**config.mk**
```make
export PLATFORM = sky130hd
export DESIGN_NAME = cmt_timer
export DESIGN_NICKNAME = d
export VERILOG_FILES = /design/src/rtl/cmt_pkg.sv /design/src/rtl/cmt_regs.sv /design/src/rtl/cmt_prescale.sv /design/src/rtl/cmt_counter.sv /design/src/rtl/cmt_timer.sv
export SDC_FILE = /design/constraint.sdc
export NUM_CORES = 1
export LEC_CHECK = 0
export BUFFER_PORTS_ARGS = -buffer_cell sky130_fd_sc_hd__buf_2
export CAP_MARGIN = 25
export CORE_MARGIN = 10
export CORE_UTILIZATION = 54
export DETAILED_ROUTE_END_ITERATION = 10
export PLACE_DENSITY = 0.82
export SKIP_LAST_GASP = 1
export SYNTH_ARGS = -nofsm -noshare
export SYNTH_HDL_FRONTEND = slang
export SYNTH_SLANG_ARGS = --single-unit
```
**constraint.sdc**
```tcl
create_clock -name clk -period 2.37 [get_ports clk]
set_input_delay 0.237 -clock clk [delete_from_list [all_inputs] [get_ports clk]]
set_output_delay 0.237 -clock clk [all_outputs]
set_load 0.05 [all_outputs]
```
**src/rtl/cmt_pkg.sv**
```systemverilog
// Shared types for the compare timer: register indices, channel modes and
// the lockable configuration fields of the setup word.
package cmt_pkg;
    localparam int DATA_W = 16;
    localparam int DIV_W  = 4;

    localparam logic [1:0] IDX_CMP1  = 2'd0;
    localparam logic [1:0] IDX_CMP2  = 2'd1;
    localparam logic [1:0] IDX_COUNT = 2'd2;
    localparam logic [1:0] IDX_SETUP = 2'd3;

    typedef enum logic [1:0] {
        CMP_OFF = 2'b00,
        CMP_EQ  = 2'b01,
        CMP_GE  = 2'b10,
        CMP_EVT = 2'b11
    } cmp_mode_e;

    typedef struct packed {
        logic             stop_en;
        cmp_mode_e        mode2;
        cmp_mode_e        mode1;
        logic             src;
        logic [DIV_W-1:0] div;
    } cfg_t;
endpackage

```
**src/rtl/cmt_regs.sv**
```systemverilog
// Register file of the compare timer. Holds both compare values, the
// lockable configuration, counter enable and the two sticky status flags.
// Assumes even byte offsets; the counter itself lives in cmt_counter, so a
// counter write is passed on as a load strobe and its value read back in.
module cmt_regs
    import cmt_pkg::*;
#(
    parameter int W = DATA_W
) (
    input  logic         clk,
    input  logic         rst_n,
    input  logic         wr,
    input  logic [1:0]   idx,
    input  logic [W-1:0] wdata,
    input  logic [W-1:0] cnt,
    input  logic [1:0]   hit,
    output logic [W-1:0] cmp1,
    output logic [W-1:0] cmp2,
    output cfg_t         cfg,
    output logic         cnt_en,
    output logic [1:0]   flags,
    output logic         cnt_load,
    output logic [W-1:0] rdata
);
    logic locked;
    logic wr_setup;
    logic [1:0] clr;
    logic unused_bits;

    assign wr_setup    = wr && (idx == IDX_SETUP);
    assign cnt_load    = wr && (idx == IDX_COUNT);
    assign clr         = wr_setup ? wdata[14:13] : 2'b00;
    assign unused_bits = ^{wdata[12], wdata[10], wdata[5]};

    // Compare value registers, writable at any time.
    always_ff @(posedge clk) begin
        if (!rst_n) begin
            cmp1 <= '0;
            cmp2 <= '0;
        end else if (wr && idx == IDX_CMP1) begin
            cmp1 <= wdata;
        end else if (wr && idx == IDX_CMP2) begin
            cmp2 <= wdata;
        end
    end

    // Setup word: configuration loads once, enable on every write.
    always_ff @(posedge clk) begin
        if (!rst_n) begin
            cfg    <= '0;
            locked <= 1'b0;
            cnt_en <= 1'b0;
        end else if (wr_setup) begin
            cnt_en <= wdata[15];
            if (!locked) begin
                cfg.stop_en <= wdata[11];
                cfg.mode2   <= cmp_mode_e'(wdata[9:8]);
                cfg.mode1   <= cmp_mode_e'(wdata[7:6]);
                cfg.src     <= wdata[4];
                cfg.div     <= wdata[3:0];
                locked      <= 1'b1;
            end
        end
    end

    // Sticky flags: a hit sets, a written one clears, set has priority.
    always_ff @(posedge clk) begin
        if (!rst_n) flags <= 2'b00;
        else        flags <= (flags & ~clr) | hit;
    end

    // Combinational read mux.
    always_comb begin
        case (idx)
            IDX_CMP1:  rdata = cmp1;
            IDX_CMP2:  rdata = cmp2;
            IDX_COUNT: rdata = cnt;
            default:   rdata = {cnt_en, flags[1], flags[0], locked, cfg.stop_en, 1'b0,
                                cfg.mode2, cfg.mode1, 1'b0, cfg.src, cfg.div};
        endcase
    end

    p_cfg_frozen_r8: assert property (@(posedge clk) disable iff (!rst_n)
        (locked && wr_setup) |=> $stable(cfg));

    p_flag_hold_r7: assert property (@(posedge clk) disable iff (!rst_n)
        (flags[0] && !clr[0]) |=> flags[0]);

    p_flag_hold2_r7: assert property (@(posedge clk) disable iff (!rst_n)
        (flags[1] && !clr[1]) |=> flags[1]);
endmodule

```
**src/rtl/cmt_prescale.sv**
```systemverilog
// Power-of-two prescaler. Counts base ticks while running and emits a tick
// on every 2^div-th one. Assumes div never exceeds the prescaler width.
module cmt_prescale #(
    parameter int DIV_W = 4,
    localparam int PRE_W = (1 << DIV_W) - 1
) (
    input  logic             clk,
    input  logic             rst_n,
    input  logic             clr,
    input  logic             run,
    input  logic             base,
    input  logic [DIV_W-1:0] div,
    output logic             tick
);
    logic [PRE_W-1:0] pre;
    logic [PRE_W-1:0] mask;

    assign mask = PRE_W'((32'd1 << div) - 32'd1);
    assign tick = run && base && ((pre & mask) == mask);

    // Base tick counter, restarted by a counter load.
    always_ff @(posedge clk) begin
        if (!rst_n)           pre <= '0;
        else if (clr)         pre <= '0;
        else if (run && base) pre <= pre + PRE_W'(1);
    end

    p_pre_hold_r10: assert property (@(posedge clk) disable iff (!rst_n)
        (!run && !clr) |=> $stable(pre));
endmodule

```
**src/rtl/cmt_counter.sv**
```systemverilog
// Main counter and the two comparators. Counts on prescaled ticks, loads on
// a host write and wraps at compare 2 in event mode. Channel hits are valid
// only while the counter runs.
module cmt_counter
    import cmt_pkg::*;
#(
    parameter int W = DATA_W,
    parameter int N_CH = 2
) (
    input  logic         clk,
    input  logic         rst_n,
    input  logic         load,
    input  logic [W-1:0] ld_val,
    input  logic         run,
    input  logic         tick,
    input  logic [W-1:0] cmp1,
    input  logic [W-1:0] cmp2,
    input  cmp_mode_e    mode1,
    input  cmp_mode_e    mode2,
    output logic [W-1:0] cnt,
    output logic [N_CH-1:0] hit
);
    logic [W-1:0] ref_v  [N_CH];
    cmp_mode_e    mode_v [N_CH];
    logic         wrap;

    assign ref_v[0]  = cmp1;
    assign ref_v[1]  = cmp2;
    assign mode_v[0] = mode1;
    assign mode_v[1] = mode2;
    assign wrap      = (mode2 == CMP_EVT) && (cnt == cmp2);

    // One comparator per channel.
    for (genvar g = 0; g < N_CH; g++) begin : g_cmp
        always_comb begin
            case (mode_v[g])
                CMP_EQ, CMP_EVT: hit[g] = run && (cnt == ref_v[g]);
                CMP_GE:          hit[g] = run && (cnt >= ref_v[g]);
                default:         hit[g] = 1'b0;
            endcase
        end
    end

    // Counter: load beats tick, event mode wraps at compare 2.
    always_ff @(posedge clk) begin
        if (!rst_n)    cnt <= '0;
        else if (load) cnt <= ld_val;
        else if (tick) cnt <= wrap ? '0 : cnt + W'(1);
    end

    p_step_r3: assert property (@(posedge clk) disable iff (!rst_n)
        (tick && !load && !wrap) |=> (cnt == $past(cnt) + W'(1)));

    p_wrap_r6: assert property (@(posedge clk) disable iff (!rst_n)
        (tick && !load && wrap) |=> (cnt == '0));

    p_hold_r3: assert property (@(posedge clk) disable iff (!rst_n)
        (!tick && !load) |=> $stable(cnt));

    p_no_hit_halted_r10: assert property (@(posedge clk) disable iff (!rst_n)
        !run |-> (hit == '0));
endmodule

```
**src/rtl/cmt_timer.sv**
```systemverilog
// Top of the compare timer with watchdog reset. Selects the base tick,
// applies the debug stop, masks the flags onto irq and latches the reset
// request. Assumes ext_tick is synchronous to clk.
module cmt_timer
    import cmt_pkg::*;
#(
    parameter int W = DATA_W,
    parameter int ADDR_W = 3
) (
    input  logic              clk,
    input  logic              rst_n,
    input  logic              reg_wr,
    input  logic [ADDR_W-1:0] reg_addr,
    input  logic [W-1:0]      reg_wdata,
    output logic [W-1:0]      reg_rdata,
    input  logic              ext_tick,
    input  logic              dbg_halt,
    input  logic [1:0]        irq_mask,
    input  logic              wdog_arm,
    output logic [1:0]        irq,
    output logic              rst_req
);
    cfg_t         cfg;
    logic [W-1:0] cmp1, cmp2, cnt;
    logic         cnt_en, cnt_load, run, base, tick;
    logic [1:0]   flags, hit;
    logic         unused_addr;

    assign unused_addr = reg_addr[0];
    assign run  = cnt_en && !(cfg.stop_en && dbg_halt);
    assign base = cfg.src ? ext_tick : 1'b1;
    assign irq  = flags & irq_mask;

    cmt_regs #(.W(W)) regs_i (
        .clk(clk), .rst_n(rst_n), .wr(reg_wr), .idx(reg_addr[2:1]),
        .wdata(reg_wdata), .cnt(cnt), .hit(hit), .cmp1(cmp1), .cmp2(cmp2),
        .cfg(cfg), .cnt_en(cnt_en), .flags(flags), .cnt_load(cnt_load),
        .rdata(reg_rdata)
    );

    cmt_prescale #(.DIV_W(DIV_W)) pre_i (
        .clk(clk), .rst_n(rst_n), .clr(cnt_load), .run(run), .base(base),
        .div(cfg.div), .tick(tick)
    );

    cmt_counter #(.W(W), .N_CH(2)) cnt_i (
        .clk(clk), .rst_n(rst_n), .load(cnt_load), .ld_val(reg_wdata),
        .run(run), .tick(tick), .cmp1(cmp1), .cmp2(cmp2),
        .mode1(cfg.mode1), .mode2(cfg.mode2), .cnt(cnt), .hit(hit)
    );

    // Reset request: set by an armed channel-2 hit, cleared only by reset.
    always_ff @(posedge clk) begin
        if (!rst_n) rst_req <= 1'b0;
        else        rst_req <= rst_req | (wdog_arm & hit[1]);
    end

    p_req_sticky_r12: assert property (@(posedge clk) disable iff (!rst_n)
        rst_req |=> rst_req);

    p_req_unarmed_r12: assert property (@(posedge clk) disable iff (!rst_n)
        (!rst_req && !wdog_arm) |=> !rst_req);
endmodule

```
### Word-level counts from Yosys, hierarchy flattened

Index checks and enable logic that the tools add are counted.

* flip-flop bits (word level): 78
* logic and storage cells: 70

* $add $sub $neg: 3
* $lt $le $gt $ge: 2
* eq/ne operators: 12
* shift operators: 1
* multiplexer cells: 8
* bitwise gates (word level): 10
* reductions and logical operators: 21

Operators by type and width (number)
* $mux 16: 3
* $pmux 16 s3: 1
* $eq 16x16->1: 2
* $ge 16x16->1: 2
* $add 16x1->16 const B: 1
* $add 15x1->15 const B: 1
* $and 15x15->15: 1
* $eq 15x15->1: 1
* $shl 1x4->15 const A: 1
* $sub 15x1->15 const B: 1
* $logic_and 1x1->1: 13
* $eq 2x2->1 const B: 6
* $eq 2x1->1 const B: 3
* $reduce_or 2->1: 3
* $and 2x2->2: 2
* $pmux 1 s2: 2
* $reduce_and 2->1: 2
* $not 1->1: 3
* $logic_not 2->1: 1
* $mux 2: 1
* $not 2->2: 1
* $or 2x2->2: 1
* $reduce_bool 2->1: 1
* $and 1x1->1: 1
* 3 further kinds: 3

### Depth between registers and ports, before layout

Gate-level depths: netlist of run 1.

* depth in word-level cells: 7
* gate-level depth with buffers: 12
* depth with buffers taken out: 10

### By module

From an unflattened synthesis of run 1, not the netlist that was laid out.

* cell total of the unflattened synthesis: 563
* area, all modules: 5017.3 um^2

By module, submodules not included
* cmt_regs: instances 1, cells each 196, area an instance 2107.0 um^2
* cmt_counter: instances 1, cells each 240, area an instance 1849.3 um^2
* cmt_prescale: instances 1, cells each 120, area an instance 999.7 um^2
* cmt_timer: instances 1, cells each 7, area an instance 61.3 um^2

### Least setup slack after synthesis of run 1

No wires, ideal clock.

* path kind: in2out
* start: input reg_addr[1]
* end: output reg_rdata[10]
* arrival: 2.216 ns
* required time: 2.133 ns
* setup slack: -0.083 ns
* stages on the path: 4
* path buffers: 2
* cell sequence: buf_1 -> buf_2 -> mux2i_1 -> o21ai_0

* longest elaborated chain between the ends: 2
* elaborated cells between the ends (all ways): 4
* those cells by class: eq/ne: 2; mux: 1; reduce/logical: 1

Ends and longest elaborated chain
* start, declared: RTL line cmt_timer.sv:13 `input logic [ADDR_W-1:0] reg_addr,`
* $eq 2x2->1, or another cell as far along: RTL line cmt_regs.sv:74 `case (idx)`
* $pmux 16 s3 (*): RTL line cmt_regs.sv:74
* end, declared: RTL line cmt_timer.sv:15 `output logic [W-1:0] reg_rdata,`

Every way passes the cells marked *; elsewhere a longest branch is shown, timed or not.

### Worst setup path in the final report of run 1

* start: register regs_i.cfg[1] (netlist name)
* end: register cnt_i.cnt[2]

* longest elaborated chain between the ends: 6

Ends and longest elaborated chain
* $shl 1x4->15 (*): RTL line cmt_prescale.sv:18 `assign mask = PRE_W'((32'd1 << div) - 32'd1);`
* $sub 15x1->15 (*): RTL line cmt_prescale.sv:18
* $and 15x15->15: RTL line cmt_prescale.sv:19 `assign tick = run && base && ((pre & mask) == mask);`
* $eq 15x15->1 (*): RTL line cmt_prescale.sv:19
* $logic_and 1x1->1 (*): RTL line cmt_prescale.sv:19
* $reduce_bool 2->1 (no source line) (*)
* end signal, assigned: RTL line cmt_counter.sv:47 `else if (load) cnt <= ld_val;`
* end signal, assigned: RTL line cmt_counter.sv:48 `else if (tick) cnt <= wrap ? '0 : cnt + W'(1);`
* end, declared: RTL line cmt_counter.sv:20 `output logic [W-1:0] cnt,`

Marks and branches as above.
A chain may end at the register's enable or synchronous reset.

==> impl_results.html, run 1 <==
<table>
<tr><th>Metric</th><th>Value</th></tr>
<tr><th colspan="2">Outcome</th></tr>
<tr><td>Outcome</td><td>finished, violations left</td></tr>
<tr><td>Violations in the final reports</td><td>setup timing</td></tr>
<tr><th colspan="2">Place</th></tr>
<tr><td>Number of cells in the design after placement</td><td>791</td></tr>
<tr><td>Final HPWL from detailed placement</td><td>11.0 mm</td></tr>
<tr><td>Weighted congestion reported at the end of routability-driven placement</td><td>0.934</td></tr>
<tr><td>IO buf count</td><td>44</td></tr>
<tr><td>Placed standard-cell area</td><td>0.00562 mm²</td></tr>
<tr><th colspan="2">Routing</th></tr>
<tr><td>Remaining routing DRC violations</td><td>0</td></tr>
<tr><td>Vias per Instance</td><td>6.25</td></tr>
<tr><td>Antenna viol nets, final</td><td>0</td></tr>
<tr><td>Number of vias after detailed routing</td><td>5043</td></tr>
<tr><td>Number of detailed-routing iterations run before antenna repair</td><td>6</td></tr>
<tr><td>WL/cell</td><td>18.9 µm</td></tr>
<tr><td>Initial detailed-routing violation count</td><td>552</td></tr>
<tr><td>Total Wirelength</td><td>15.3 mm</td></tr>
<tr><th colspan="2">Synth</th></tr>
<tr><td>Most used flip-flop cell after synthesis</td><td>sky130_fd_sc_hd__dfxtp_1</td></tr>
<tr><td>Portion of the post-synthesis area used by sequential elements</td><td>31.2%</td></tr>
<tr><td>Cell area after technology mapping</td><td>0.00500 mm²</td></tr>
<tr><td>Mapped Nets</td><td>679</td></tr>
<tr><td>Synthesized area per cell</td><td>8.11 µm²</td></tr>
<tr><td>Area leader, netlist</td><td>sky130_fd_sc_hd__dfxtp_1</td></tr>
<tr><td>Number of library cell types mapped by synthesis</td><td>60</td></tr>
<tr><td>EDFF count, synth</td><td>0</td></tr>
<tr><td>Proportion of register bits with asynchronous set or reset after synthesis</td><td>0%</td></tr>
<tr><td>Share of the synthesized area in the top cell type</td><td>31.2%</td></tr>
<tr><td>Instance count of the mapped netlist</td><td>617</td></tr>
<tr><td>Synth warnings</td><td>0</td></tr>
<tr><td>Top area cells in the synthesized netlist</td><td>sky130_fd_sc_hd__dfxtp_1, sky130_fd_sc_hd__nand2_1, sky130_fd_sc_hd__ha_1</td></tr>
<tr><td>Count of state elements after synthesis</td><td>78</td></tr>
<tr><th colspan="2">Floorplan</th></tr>
<tr><td>Floorplan die area</td><td>0.0135 mm²</td></tr>
<tr><td>Effective utilization at floorplan</td><td>54.9%</td></tr>
<tr><td>Die width</td><td>116 µm</td></tr>
<tr><td>Number of primary I/O pins</td><td>46</td></tr>
<tr><td>DIE HEIGHT</td><td>116 µm</td></tr>
<tr><td>Core Footprint</td><td>0.00911 mm²</td></tr>
<tr><td>Row Count</td><td>35</td></tr>
<tr><th colspan="2">STA</th></tr>
<tr><td>RSZ-0062 raised after global routing</td><td>true</td></tr>
<tr><td>Final period utilization</td><td>100%</td></tr>
<tr><td>Final setup viols</td><td>1</td></tr>
<tr><td>Slew at the pin with the worst max-slew slack</td><td>0.773 ns</td></tr>
<tr><td>Final-layout worst hold slack</td><td>0.122 ns</td></tr>
<tr><td>Timing-limited maximum frequency</td><td>421 MHz</td></tr>
<tr><td>Rel. slew slack</td><td>48.5%</td></tr>
<tr><td>Clock period minus worst slack</td><td>2.38 ns</td></tr>
<tr><td>Clock Skews</td><td>0.0117 ns</td></tr>
<tr><td>Final-report hold violation count</td><td>0</td></tr>
<tr><td>Minimum setup slack in the final design</td><td>-0.00527 ns</td></tr>
<tr><td>Fin. max-slew vios</td><td>0</td></tr>
<tr><th colspan="2">Critical path</th></tr>
<tr><td>Critical path required time</td><td>2.63 ns</td></tr>
<tr><td>Signal arrival time at the worst endpoint</td><td>2.64 ns</td></tr>
<tr><td>Endpoint kind of the worst setup timing path</td><td>flip-flop</td></tr>
<tr><td>Critical Path Source Type</td><td>flip-flop</td></tr>
<tr><td>Maximum fanout count along the critical path</td><td>7</td></tr>
<tr><td>Start-to-end type of the worst setup path</td><td>reg2reg</td></tr>
<tr><th colspan="2">Power and ir drop</th></tr>
<tr><td>Power per standard cell area</td><td>511 mW/mm²</td></tr>
<tr><td>Peak supply drop</td><td>0.000316 V</td></tr>
<tr><td>Power consumption</td><td>0.00305 W</td></tr>
<tr><td>Leakage Power</td><td>2.40 nW</td></tr>
<tr><th colspan="2">Min path</th></tr>
<tr><td>Class of the most critical hold timing path</td><td>in2reg</td></tr>
<tr><th colspan="2">Layout</th></tr>
<tr><td>Final std cell area, no fill</td><td>0.00597 mm²</td></tr>
<tr><td>Most used cells in the layout excluding fill and tap cells</td><td>sky130_fd_sc_hd__nand2_1, sky130_fd_sc_hd__dfxtp_1, sky130_fd_sc_hd__buf_4, sky130_fd_sc_hd__buf_2, sky130_fd_sc_hd__inv_1</td></tr>
<tr><td>Number of fillers in the final layout</td><td>758</td></tr>
<tr><td>Layout area overhead</td><td>19.4%</td></tr>
<tr><td>Leading cell type in the layout, fill and taps excluded</td><td>sky130_fd_sc_hd__nand2_1</td></tr>
<tr><td>Number of nets in the finished design</td><td>755</td></tr>
<tr><td>Final Instance Count excl. Fillers</td><td>807</td></tr>
<tr><td>Fraction of final layout cells with drive strength greater than 1</td><td>23.3%</td></tr>
<tr><td>Number of antenna cells inserted</td><td>0</td></tr>
<tr><th colspan="2">GRT</th></tr>
<tr><td>Maximum number of pins on one net before global-route repair</td><td>49</td></tr>
<tr><td>GRT Util Overall</td><td>22.3%</td></tr>
<tr><td>Number of antenna violations at the first check in global routing</td><td>0</td></tr>
<tr><td>Remaining Overflow, GRT</td><td>0</td></tr>
<tr><td>Global-route wire length before repair</td><td>23.9 mm</td></tr>
<tr><td>Via count of the first global-routing pass</td><td>4753</td></tr>
<tr><th colspan="2">Clock tree</th></tr>
<tr><td>Clock buffer depth</td><td>2</td></tr>
<tr><td>Clock transition time at the flip-flop clock pins of the worst setup and hold paths</td><td>0.08 ns</td></tr>
<tr><td>Clock latency reported for the late side of the worst-skew pair</td><td>0.35 ns</td></tr>
<tr><td>TritonCTS Buffers</td><td>9</td></tr>
<tr><td>CTS Root Buffer Type</td><td>sky130_fd_sc_hd__clkbuf_8</td></tr>
<tr><td>Count of H-tree levels built during CTS</td><td>3</td></tr>
<tr><td>Total clock sinks</td><td>78</td></tr>
<tr><td>Clock tree from TritonCTS</td><td>yes</td></tr>
<tr><th colspan="2">Flow run</th></tr>
<tr><td>Max-cap check violation count</td><td>0</td></tr>
</table>
[layout make-up]
class | instances | area [µm²] | area share [%]
timing repair buffer | 98 | 648 | 10.9
tap | 111 | 139 | 2.33
clock buffer | 10 | 128 | 2.14
multi-input combinational | 468 | 3320 | 55.6
sequential | 78 | 1570 | 26.3
inverter | 38 | 143 | 2.39
clock inverter | 4 | 26.3 | 0.440
[what timing repair did]
action                     CTS  global route
gates resized for setup     13            27
setup endpoints to repair   13            16
hold buffers                 0             0
setup buffers                2             0
pin swaps                    8            20
gates cloned                 0             0
[power by group]
group          internal, W  total [W]  switching (W)
clock             0.000368   0.000870       0.000502
combinational     0.000330   0.000785       0.000455
sequential         0.00136    0.00140      0.0000378
total              0.00206    0.00305       0.000996
[flip-flops by register name, summed over array words and instances, names as in the netlist]
register       cells
regs_i.locked      1
regs_i.cmp1       16
regs_i.cnt_en      1
pre_i.pre         15
cnt_i.cnt         16
regs_i.cmp2       16
regs_i.cfg        10
regs_i.flags       2
rst_req            1
[layer usage]
layer  part of all wire (%)  GRT usage [%]  vias to the layer above  wire length (µm)
li1                       -              -                     2334                 -
met1                     42           28.3                     2406              6350
met2                     46           37.6                      261              7080
met3                    9.5           3.44                       42              1450
met4                    2.7           7.84                        0               412
met5                      0              0                        -                 0
[critical path, stage by stage (launching register included)]
cell                       delay, ns
sky130_fd_sc_hd__dfxtp_2        0.33
sky130_fd_sc_hd__nor3_4         0.23
sky130_fd_sc_hd__nand2_2        0.11
sky130_fd_sc_hd__ha_4           0.19
sky130_fd_sc_hd__and2_4         0.16
sky130_fd_sc_hd__nor2_4         0.11
sky130_fd_sc_hd__o32ai_4        0.09
sky130_fd_sc_hd__nor4_4         0.30
sky130_fd_sc_hd__buf_4          0.17
sky130_fd_sc_hd__and2_4         0.15
sky130_fd_sc_hd__buf_6          0.14
sky130_fd_sc_hd__nand4b_1       0.13
sky130_fd_sc_hd__a31oi_2        0.18
[synthesized netlist by cell type, drive strengths merged, types with 2 or more instances]
cell	number
and3	9
a211oi	3
dfxtp	78
nand2b	4
xor2	7
a32o	2
a21oi	18
o21ai	27
a41oi	2
clkbuf	24
mux2i	3
nor4	2
mux4	14
a32oi	3
or3	5
a2bb2oi	2
a21boi	50
a21o	14
nand3	22
ha	35
o311ai	2
nor2b	6
o21a	4
and4	4
inv	38
buf	9
and2	7
a31oi	11
nand3b	3
nor3	10
xnor2	10
nand2	118
nor2	39
nand4	17
[final timing paths]
path,from,to,slack (ns),cells past startpoint
max,regs_i.cfg[1],cnt_i.cnt[2],-0.005,12
min,wdog_arm,rst_req,0.12,2
max reg2reg,regs_i.cfg[1],cnt_i.cnt[2],-0.005,12
min reg2reg,regs_i.cmp2[9],regs_i.cmp2[9],0.47,2
[through the flow]
step / TNS (ns) / setup WS [ns] / utilization (%)
floorplan: 0 / 0.0403 / -
global placement: 0 / 0.00657 / 61.7
detailed placement: -0.438 / -0.102 / 61.7
CTS: -0.00995 / -0.00995 / 64.1
global route: -0.764 / -0.113 / 65.5
finish: -0.00527 / -0.00527 / 65.5
[cell families after synthesis]
logic type | count (synthesis) | share of synthesized area (%)
adders and majority gates | 35 | 8.76
xor gates and xnor gates | 17 | 2.98
buffers and inverters | 71 | 5.68
AOI/OAI and AO/OA | 148 | 20.6
muxes | 17 | 6.91
DFF | 78 | 31.2
and+or+nand+nor | 251 | 23.8
No activity file was read; power rests on OpenSTA's default activity.
==> run 2: changes to the inputs <==
Settings changed: SKIP_LAST_GASP 1 to default.
==> run 2 against run 1 <==
  * The flow still finishes with violations (setup timing)
  * Final cell count is the same
  * Sequential cell count is the same
  * Critical path depth is the same
  * Core utilization grew 0.055 points
  * Die area is the same
  * Combinational power is essentially flat
  * Maximum frequency shrank 0.40%
  * Global-route usage is the same
  * Setup slack lost 0.0096 ns
  * Clock-buffer cell count is the same
  * Cell area is essentially flat
==> impl_results.html, run 2 (synthesized netlist as in run 1, its figures left out) <==
<table>
<tr><th>Metric</th><th>Value</th></tr>
<tr><th colspan="2">Clock tree</th></tr>
<tr><td>Post-CTS Hold Fix Bufs</td><td>0 (unchanged)</td></tr>
<tr><td>Clock buffer depth</td><td>2 (unchanged)</td></tr>
<tr><td>Total clock sinks</td><td>78 (unchanged)</td></tr>
<tr><td>Clock latency reported for the late side of the worst-skew pair</td><td>0.36 ns (about the same)</td></tr>
<tr><td>Clock tree from TritonCTS</td><td>yes</td></tr>
<tr><td>TritonCTS Buffers</td><td>9 (unchanged)</td></tr>
<tr><td>CTS Root Buffer Type</td><td>sky130_fd_sc_hd__clkbuf_8</td></tr>
<tr><td>Count of H-tree levels built during CTS</td><td>3 (unchanged)</td></tr>
<tr><td>Clock transition time at the flip-flop clock pins of the worst setup and hold paths</td><td>0.09 ns (about the same)</td></tr>
<tr><th colspan="2">Floorplan</th></tr>
<tr><td>Row Count</td><td>35 (unchanged)</td></tr>
<tr><td>Effective utilization at floorplan</td><td>54.9% (unchanged)</td></tr>
<tr><td>DIE HEIGHT</td><td>116 µm (unchanged)</td></tr>
<tr><td>Core Footprint</td><td>0.00911 mm² (unchanged)</td></tr>
<tr><td>Number of primary I/O pins</td><td>46 (unchanged)</td></tr>
<tr><td>Floorplan die area</td><td>0.0135 mm² (unchanged)</td></tr>
<tr><td>Die width</td><td>116 µm (unchanged)</td></tr>
<tr><th colspan="2">GRT</th></tr>
<tr><td>Global-route wire length before repair</td><td>23.9 mm (unchanged)</td></tr>
<tr><td>Number of antenna violations at the first check in global routing</td><td>0 (unchanged)</td></tr>
<tr><td>Maximum number of pins on one net before global-route repair</td><td>49 (unchanged)</td></tr>
<tr><td>Via count of the first global-routing pass</td><td>4753 (unchanged)</td></tr>
<tr><td>GRT Util Overall</td><td>22.3% (unchanged)</td></tr>
<tr><td>Remaining Overflow, GRT</td><td>0 (unchanged)</td></tr>
<tr><th colspan="2">Critical path</th></tr>
<tr><td>Reg2reg path depth</td><td>12 (unchanged)</td></tr>
<tr><td>Maximum fanout count along the critical path</td><td>7 (unchanged)</td></tr>
<tr><td>Worst flop-to-flop path startpoint</td><td>regs_i.cfg[1]</td></tr>
<tr><td>Endpoint kind of the worst setup timing path</td><td>flip-flop</td></tr>
<tr><td>Worst reg2reg path endpoint</td><td>cnt_i.cnt[2]</td></tr>
<tr><td>FF-to-FF setup slack</td><td>-0.01 ns (about the same)</td></tr>
<tr><td>Origin of the worst setup path</td><td>regs_i.cfg[1]</td></tr>
<tr><td>Signal arrival time at the worst endpoint</td><td>2.65 ns (about the same)</td></tr>
<tr><td>Critical path required time</td><td>2.64 ns (about the same)</td></tr>
<tr><td>Start-to-end type of the worst setup path</td><td>reg2reg</td></tr>
<tr><td>Critical Path Source Type</td><td>flip-flop</td></tr>
<tr><td>Capture point of the critical path</td><td>cnt_i.cnt[2]</td></tr>
<tr><th colspan="2">Min path</th></tr>
<tr><td>Class of the most critical hold timing path</td><td>in2reg</td></tr>
<tr><th colspan="2">STA</th></tr>
<tr><td>Rel. slew slack</td><td>48.8% (+0.33 points)</td></tr>
<tr><td>Timing-limited maximum frequency</td><td>419 MHz (-0.40%)</td></tr>
<tr><td>Slew at the pin with the worst max-slew slack</td><td>0.768 ns (-0.00488 ns)</td></tr>
<tr><td>Final period utilization</td><td>101% (+0.41 points)</td></tr>
<tr><td>Final-report hold violation count</td><td>0 (unchanged)</td></tr>
<tr><td>Final-layout worst hold slack</td><td>0.115 ns (-0.00697 ns)</td></tr>
<tr><td>Minimum setup slack in the final design</td><td>-0.0149 ns (-0.00961 ns)</td></tr>
<tr><td>Sum Neg Setup Slack</td><td>-0.0149 ns (-0.00961 ns)</td></tr>
<tr><td>Fin. max-slew vios</td><td>0 (unchanged)</td></tr>
<tr><td>RSZ-0062 raised after global routing</td><td>true</td></tr>
<tr><td>Final setup viols</td><td>1 (unchanged)</td></tr>
<tr><td>Clock period minus worst slack</td><td>2.38 ns (+0.00961 ns)</td></tr>
<tr><td>Clock Skews</td><td>0.0123 ns (+0.000621 ns)</td></tr>
<tr><th colspan="2">Routing</th></tr>
<tr><td>Top layer reached by signal wires</td><td>met4</td></tr>
<tr><td>Remaining routing DRC violations</td><td>0 (unchanged)</td></tr>
<tr><td>Vias per Instance</td><td>6.24 (-0.22%)</td></tr>
<tr><td>WL/cell</td><td>19.0 µm (+0.32%)</td></tr>
<tr><td>Initial detailed-routing violation count</td><td>587 (+6.3%)</td></tr>
<tr><td>Antenna viol nets, final</td><td>0 (unchanged)</td></tr>
<tr><td>WL met2</td><td>7.16 mm (+1.1%)</td></tr>
<tr><td>Total Wirelength</td><td>15.3 mm (+0.32%)</td></tr>
<tr><td>Number of detailed-routing iterations run before antenna repair</td><td>5 (-1)</td></tr>
<tr><td>Wire length on met1</td><td>6.35 mm (about the same)</td></tr>
<tr><td>Met3 wire length</td><td>1.40 mm (-3.0%)</td></tr>
<tr><td>Number of vias after detailed routing</td><td>5032 (-0.22%)</td></tr>
<tr><th colspan="2">Place</th></tr>
<tr><td>IO buf count</td><td>44 (unchanged)</td></tr>
<tr><td>Weighted congestion reported at the end of routability-driven placement</td><td>0.934 (unchanged)</td></tr>
<tr><td>Number of cells in the design after placement</td><td>791 (unchanged)</td></tr>
<tr><td>Final HPWL from detailed placement</td><td>11.0 mm (unchanged)</td></tr>
<tr><td>Placed standard-cell area</td><td>0.00562 mm² (unchanged)</td></tr>
<tr><th colspan="2">Power and ir drop</th></tr>
<tr><td>Peak supply drop</td><td>0.000318 V (+0.57%)</td></tr>
<tr><td>Power consumption</td><td>0.00306 W (+0.30%)</td></tr>
<tr><td>Power per standard cell area</td><td>512 mW/mm² (+0.21%)</td></tr>
<tr><td>Leakage Power</td><td>2.40 nW (about the same)</td></tr>
<tr><th colspan="2">Layout</th></tr>
<tr><td>Final Instance Count excl. Fillers</td><td>807 (unchanged)</td></tr>
<tr><td>Leading cell type in the layout, fill and taps excluded</td><td>sky130_fd_sc_hd__nand2_1</td></tr>
<tr><td>Layout area overhead</td><td>19.5% (about the same)</td></tr>
<tr><td>Number of nets in the finished design</td><td>755 (unchanged)</td></tr>
<tr><td>Fraction of final layout cells with drive strength greater than 1</td><td>23.4% (+0.14 points)</td></tr>
<tr><td>Final std cell area, no fill</td><td>0.00598 mm² (about the same)</td></tr>
<tr><td>Registers with the most flip-flops</td><td>cnt_i.cnt: 16 flops, regs_i.cmp1: 16 flops, regs_i.cmp2: 16 flops</td></tr>
<tr><td>Most used cells in the layout excluding fill and tap cells</td><td>sky130_fd_sc_hd__nand2_1, sky130_fd_sc_hd__dfxtp_1, sky130_fd_sc_hd__buf_4, sky130_fd_sc_hd__buf_2, sky130_fd_sc_hd__inv_1</td></tr>
<tr><td>Number of antenna cells inserted</td><td>0 (unchanged)</td></tr>
<tr><th colspan="2">Outcome</th></tr>
<tr><td>Violations in the final reports</td><td>setup timing</td></tr>
<tr><td>Outcome</td><td>finished, violations left</td></tr>
<tr><th colspan="2">Flow run</th></tr>
<tr><td>Max-cap check violation count</td><td>0 (unchanged)</td></tr>
</table>
run 2: cell types whose count changed in the layout (fill, tap and decap cells not counted):
cell,before,now
sky130_fd_sc_hd__a211oi_1,2,1
sky130_fd_sc_hd__a211oi_2,1,2
run 2: routing by layer:
| layer | vias up | GRT usage, % |
|---|---|---|
| li1 | 2333 | - |
| met2 | 264 | 37.6 |
| met4 | 0 | 7.84 |
| met5 | - | 0 |
| met1 | 2386 | 28.3 |
| met3 | 49 | 3.44 |
run 2: timing repair:
| item | 4_1_cts | 5_1_grt |
|---|---|---|
| gates resized for setup | 13 | 28 |
| setup endpoints to repair | 13 | 16 |
| setup buffers | 2 | 0 |
| pin swaps | 8 | 20 |
run 2: worst min-delay path by stage:
stage,start,end,slack [ns],depth (start not counted)
CTS,wdog_arm,rst_req,0.13,2
floorplan,reg_wdata[11],regs_i.cmp2[11],0.37,2
global placement,rst_req,rst_req,0.44,1
global route,wdog_arm,rst_req,0.16,2
finish,wdog_arm,rst_req,0.12,2
detailed placement,rst_req,rst_req,0.46,1
run 2: cell type report:
class,count,area [µm²]
clock inverter,4,26.3
timing repair buffer,98,648
multi-input combinational,468,3320
tap,111,139
inverter,38,143
clock buffer,10,128
fill,757,3130
sequential,78,1570
run 2: critical path: stages, from the launching register on:
cell                       delay, ns
sky130_fd_sc_hd__dfxtp_2        0.33
sky130_fd_sc_hd__nor3_4         0.23
sky130_fd_sc_hd__nand2_2        0.10
sky130_fd_sc_hd__ha_4           0.19
sky130_fd_sc_hd__and2_4         0.16
sky130_fd_sc_hd__nor2_4         0.11
sky130_fd_sc_hd__o32ai_4        0.09
sky130_fd_sc_hd__nor4_4         0.30
sky130_fd_sc_hd__buf_4          0.17
sky130_fd_sc_hd__and2_4         0.15
sky130_fd_sc_hd__buf_6          0.14
sky130_fd_sc_hd__nand4b_1       0.14
sky130_fd_sc_hd__a31oi_2        0.18
run 2: metrics by stage:
stage	setup slack (ns)	util (%)
finish	-0.0149	65.6
global route	-0.113	65.6
CTS	-0.00995	64.1
detailed placement	-0.102	61.7
global placement	0.00657	61.7
floorplan	0.0403	-
run 2: power by group:
group / switching, W / leakage (nW) / total, W / internal [W]
registers: 0.0000375 / 0.636 / 0.00139 / 0.00136
logic: 0.000457 / 1.68 / 0.000787 / 0.000330
clock network: 0.000511 / 0.0780 / 0.000878 / 0.000368
total: 0.00100 / 2.40 / 0.00306 / 0.00206
==> run 3: changes to the inputs <==
Settings changed: CORE_UTILIZATION 54 to 30, PLACE_DENSITY 0.82 to 0.52.
Clock period 2.37 ns to 2.5 ns, I/O delays scaled along.
==> run 3 against run 2 <==
  * The flow now finishes without violations
  * Cell area grew 3.0%
  * Clock skew decreased by 0.0044 ns
  * Final cell count grew 13%
  * Sequential share of layout area fell by 0.85 points
  * Setup slack gained 0.11 ns
  * Via count decreased by 6.1%
  * Routed wire length is 1.7% higher
  * Core utilization shrank 28 points
  * Maximum frequency down 0.68%
  * Power is 14% higher
  * Sequential cell count did not move
==> impl_results.html, run 3 (synthesized netlist as in run 1, its figures left out) <==
<table>
<tr><th>Metric</th><th>Value</th></tr>
<tr><th colspan="2">Outcome</th></tr>
<tr><td>Outcome</td><td>finished, final reports clean</td></tr>
<tr><th colspan="2">Layout</th></tr>
<tr><td>Final Instance Count excl. Fillers</td><td>912 (+13%)</td></tr>
<tr><td>Registers with the most flip-flops</td><td>cnt_i.cnt: 16 flops, regs_i.cmp1: 16 flops, regs_i.cmp2: 16 flops</td></tr>
<tr><td>Number of antenna cells inserted</td><td>0 (unchanged)</td></tr>
<tr><td>Final std cell area, no fill</td><td>0.00616 mm² (+3.0%)</td></tr>
<tr><td>Layout area overhead</td><td>23.1%</td></tr>
<tr><td>Leading cell type in the layout, fill and taps excluded</td><td>sky130_fd_sc_hd__nand2_1</td></tr>
<tr><td>Number of nets in the finished design</td><td>749 (-0.79%)</td></tr>
<tr><td>Fraction of final layout cells with drive strength greater than 1</td><td>21.0% (-2.5 points)</td></tr>
<tr><td>Final core utilization</td><td>37.4% (-28 points)</td></tr>
<tr><td>Most used cells in the layout excluding fill and tap cells</td><td>sky130_fd_sc_hd__nand2_1, sky130_fd_sc_hd__dfxtp_1, sky130_fd_sc_hd__buf_4, sky130_fd_sc_hd__buf_2</td></tr>
<tr><th colspan="2">GRT</th></tr>
<tr><td>Global-route wire length before repair</td><td>25.1 mm (+5.0%)</td></tr>
<tr><td>Via count of the first global-routing pass</td><td>4698 (-1.2%)</td></tr>
<tr><td>Maximum number of pins on one net before global-route repair</td><td>37 (-24%)</td></tr>
<tr><td>Number of antenna violations at the first check in global routing</td><td>0 (unchanged)</td></tr>
<tr><td>Remaining Overflow, GRT</td><td>0 (unchanged)</td></tr>
<tr><td>GRT Util Overall</td><td>14.2% (-8.2 points)</td></tr>
<tr><th colspan="2">Floorplan</th></tr>
<tr><td>DIE HEIGHT</td><td>149 µm (+28%)</td></tr>
<tr><td>Core Footprint</td><td>0.0165 mm² (+81%)</td></tr>
<tr><td>Row Count</td><td>47 (+34%)</td></tr>
<tr><td>Number of primary I/O pins</td><td>46 (unchanged)</td></tr>
<tr><td>Floorplan die area</td><td>0.0222 mm² (+65%)</td></tr>
<tr><td>Effective utilization at floorplan</td><td>30.4% (-25 points)</td></tr>
<tr><td>Die width</td><td>149 µm (+28%)</td></tr>
<tr><th colspan="2">Power and ir drop</th></tr>
<tr><td>Peak supply drop</td><td>0.000323 V (+1.7%)</td></tr>
<tr><td>Power per standard cell area</td><td>565 mW/mm² (+10%)</td></tr>
<tr><td>Leakage Power</td><td>2.43 nW (+1.3%)</td></tr>
<tr><th colspan="2">Place</th></tr>
<tr><td>Weighted congestion reported at the end of routability-driven placement</td><td>0.888 (-4.9%)</td></tr>
<tr><td>Worst Setup Slack post-DPL</td><td>0.00792 ns (+0.110 ns)</td></tr>
<tr><td>Final HPWL from detailed placement</td><td>11.8 mm (+7.2%)</td></tr>
<tr><td>IO buf count</td><td>44 (unchanged)</td></tr>
<tr><td>Placed standard-cell area</td><td>0.00571 mm² (+1.7%)</td></tr>
<tr><td>Number of cells in the design after placement</td><td>895 (+13%)</td></tr>
<tr><th colspan="2">STA</th></tr>
<tr><td>Clock period minus worst slack</td><td>2.40 ns (+0.0162 ns)</td></tr>
<tr><td>Final period utilization</td><td>96.0% (-4.6 points)</td></tr>
<tr><td>Minimum setup slack in the final design</td><td>0.0989 ns (+0.114 ns)</td></tr>
<tr><td>Fin. max-slew vios</td><td>0 (unchanged)</td></tr>
<tr><td>Clock Skews</td><td>0.00788 ns (-0.00440 ns)</td></tr>
<tr><td>Slew at the pin with the worst max-slew slack</td><td>0.821 ns (+0.0530 ns)</td></tr>
<tr><td>Final setup viols</td><td>0 (-1)</td></tr>
<tr><td>Final-layout worst hold slack</td><td>0.150 ns (+0.0349 ns)</td></tr>
<tr><td>Timing-limited maximum frequency</td><td>416 MHz (-0.68%)</td></tr>
<tr><td>Final-report hold violation count</td><td>0 (unchanged)</td></tr>
<tr><td>Rel. slew slack</td><td>45.1% (-3.7 points)</td></tr>
<tr><td>RSZ-0062 raised after global routing</td><td>true</td></tr>
<tr><th colspan="2">Critical path</th></tr>
<tr><td>CP max stage cell</td><td>sky130_fd_sc_hd__dfxtp_2</td></tr>
<tr><td>Sum of buffers and inverters on the critical path</td><td>3 (+1)</td></tr>
<tr><td>Cell occurring most often along the worst timing path</td><td>sky130_fd_sc_hd__nor2_1</td></tr>
<tr><td>Cell-by-cell listing of the critical path</td><td>nor3_4, nand2_1, ha_2, buf_6, nor2_1, nor2_1, o32ai_2, nor4_4, buf_4, and2_4, buf_8, a32oi_2, a21oi_1</td></tr>
<tr><td>Critical path required time</td><td>2.74 ns (+0.10 ns)</td></tr>
<tr><td>Critical Path Source Type</td><td>flip-flop</td></tr>
<tr><td>Signal arrival time at the worst endpoint</td><td>2.64 ns (about the same)</td></tr>
<tr><td>Start-to-end type of the worst setup path</td><td>reg2reg</td></tr>
<tr><td>Biggest cell delay along the critical path</td><td>0.33 ns (about the same)</td></tr>
<tr><td>Maximum fanout count along the critical path</td><td>9 (+2)</td></tr>
<tr><td>Endpoint kind of the worst setup timing path</td><td>flip-flop</td></tr>
<tr><td>Family of cells with the greatest summed delay on the critical path</td><td>simple AND/OR/NAND/NOR gates</td></tr>
<tr><th colspan="2">Flow run</th></tr>
<tr><td>Max-cap check violation count</td><td>0 (unchanged)</td></tr>
<tr><th colspan="2">Routing</th></tr>
<tr><td>Antenna viol nets, final</td><td>0 (unchanged)</td></tr>
<tr><td>Number of vias after detailed routing</td><td>4723 (-6.1%)</td></tr>
<tr><td>WL/cell</td><td>17.1 µm (-10%)</td></tr>
<tr><td>Vias per Instance</td><td>5.18 (-17%)</td></tr>
<tr><td>Top layer reached by signal wires</td><td>met4</td></tr>
<tr><td>Total Wirelength</td><td>15.6 mm (+1.7%)</td></tr>
<tr><td>WL met2</td><td>6.95 mm (-2.9%)</td></tr>
<tr><td>Remaining routing DRC violations</td><td>0 (unchanged)</td></tr>
<tr><td>Met3 wire length</td><td>858 µm (-39%)</td></tr>
<tr><td>Wire length on met1</td><td>7.54 mm (+19%)</td></tr>
<tr><td>Number of detailed-routing iterations run before antenna repair</td><td>5 (unchanged)</td></tr>
<tr><td>Initial detailed-routing violation count</td><td>312 (-47%)</td></tr>
<tr><th colspan="2">Clock tree</th></tr>
<tr><td>Post-CTS Hold Fix Bufs</td><td>0 (unchanged)</td></tr>
<tr><td>Clock tree from TritonCTS</td><td>yes</td></tr>
<tr><td>Clock transition time at the flip-flop clock pins of the worst setup and hold paths</td><td>0.06 ns (-0.03 ns)</td></tr>
<tr><td>Total clock sinks</td><td>78 (unchanged)</td></tr>
<tr><td>Clock buffer depth</td><td>2 (unchanged)</td></tr>
<tr><td>CTS Root Buffer Type</td><td>sky130_fd_sc_hd__clkbuf_16</td></tr>
<tr><td>TritonCTS Buffers</td><td>9 (unchanged)</td></tr>
<tr><td>Clock latency reported for the late side of the worst-skew pair</td><td>0.35 ns (about the same)</td></tr>
<tr><td>Count of H-tree levels built during CTS</td><td>3 (unchanged)</td></tr>
<tr><th colspan="2">Min path</th></tr>
<tr><td>Class of the most critical hold timing path</td><td>in2reg</td></tr>
</table>
==> run 3: cell types whose count changed in the layout (fill, tap and decap cells not counted), moves of 4 or more <==
cell,change
sky130_fd_sc_hd__dfxtp_1,+4
sky130_fd_sc_hd__buf_6,-4
sky130_fd_sc_hd__clkbuf_16,+9
sky130_fd_sc_hd__clkbuf_8,-8
sky130_fd_sc_hd__dfxtp_2,-4
==> run 3: timing repair <==
action	in CTS	in global routing
pin swaps	3	9
buffers inserted	1	0
endpoints found under the setup margin	4	15
resized for setup	0	21
==> run 3: layout make-up <==
| class | instances | area, µm² |
|---|---|---|
| Fill cell | 1750 | 10300 |
| Multi-Input combinational cell | 468 | 3250 |
| Sequential cell | 78 | 1560 |
| Timing Repair Buffer | 92 | 596 |
| Tap cell | 220 | 275 |
| Clock buffer | 11 | 243 |
| Inverter | 38 | 143 |
| Clock inverter | 5 | 82.6 |
==> run 3: through the flow <==
stage / setup TNS (ns) / power, W
after CTS: 0 / 0.00349
after detailed placement: 0 / 0.00204
after floorplan: 0 / 0.00178
after global routing: -0.733 / 0.00364
after global placement: 0 / 0.00202
final: 0 / 0.00348
==> run 3: path summary, 6_finish.rpt <==
check                        end  slack [ns]  cells after the start      startpoint
setup / recovery    cnt_i.cnt[1]         0.1                     13   regs_i.cfg[3]
setup reg to reg    cnt_i.cnt[1]         0.1                     13   regs_i.cfg[3]
hold reg to reg   regs_i.cmp2[2]        0.47                      2  regs_i.cmp2[2]
hold / removal           rst_req        0.15                      2        wdog_arm
==> run 3: power breakdown <==
group | total [W] | internal (W) | switching, W
combinational | 0.000716 | 0.000297 | 0.000418
sequential | 0.00132 | 0.00129 | 0.0000347
clock | 0.00144 | 0.000903 | 0.000535
==> run 3: per-layer routing <==
layer,global-route usage (%),up-vias
met5,0,-
met4,4.61,0
met3,3.49,20
met2,22.0,116
met1,18.8,2264
li1,-,2323
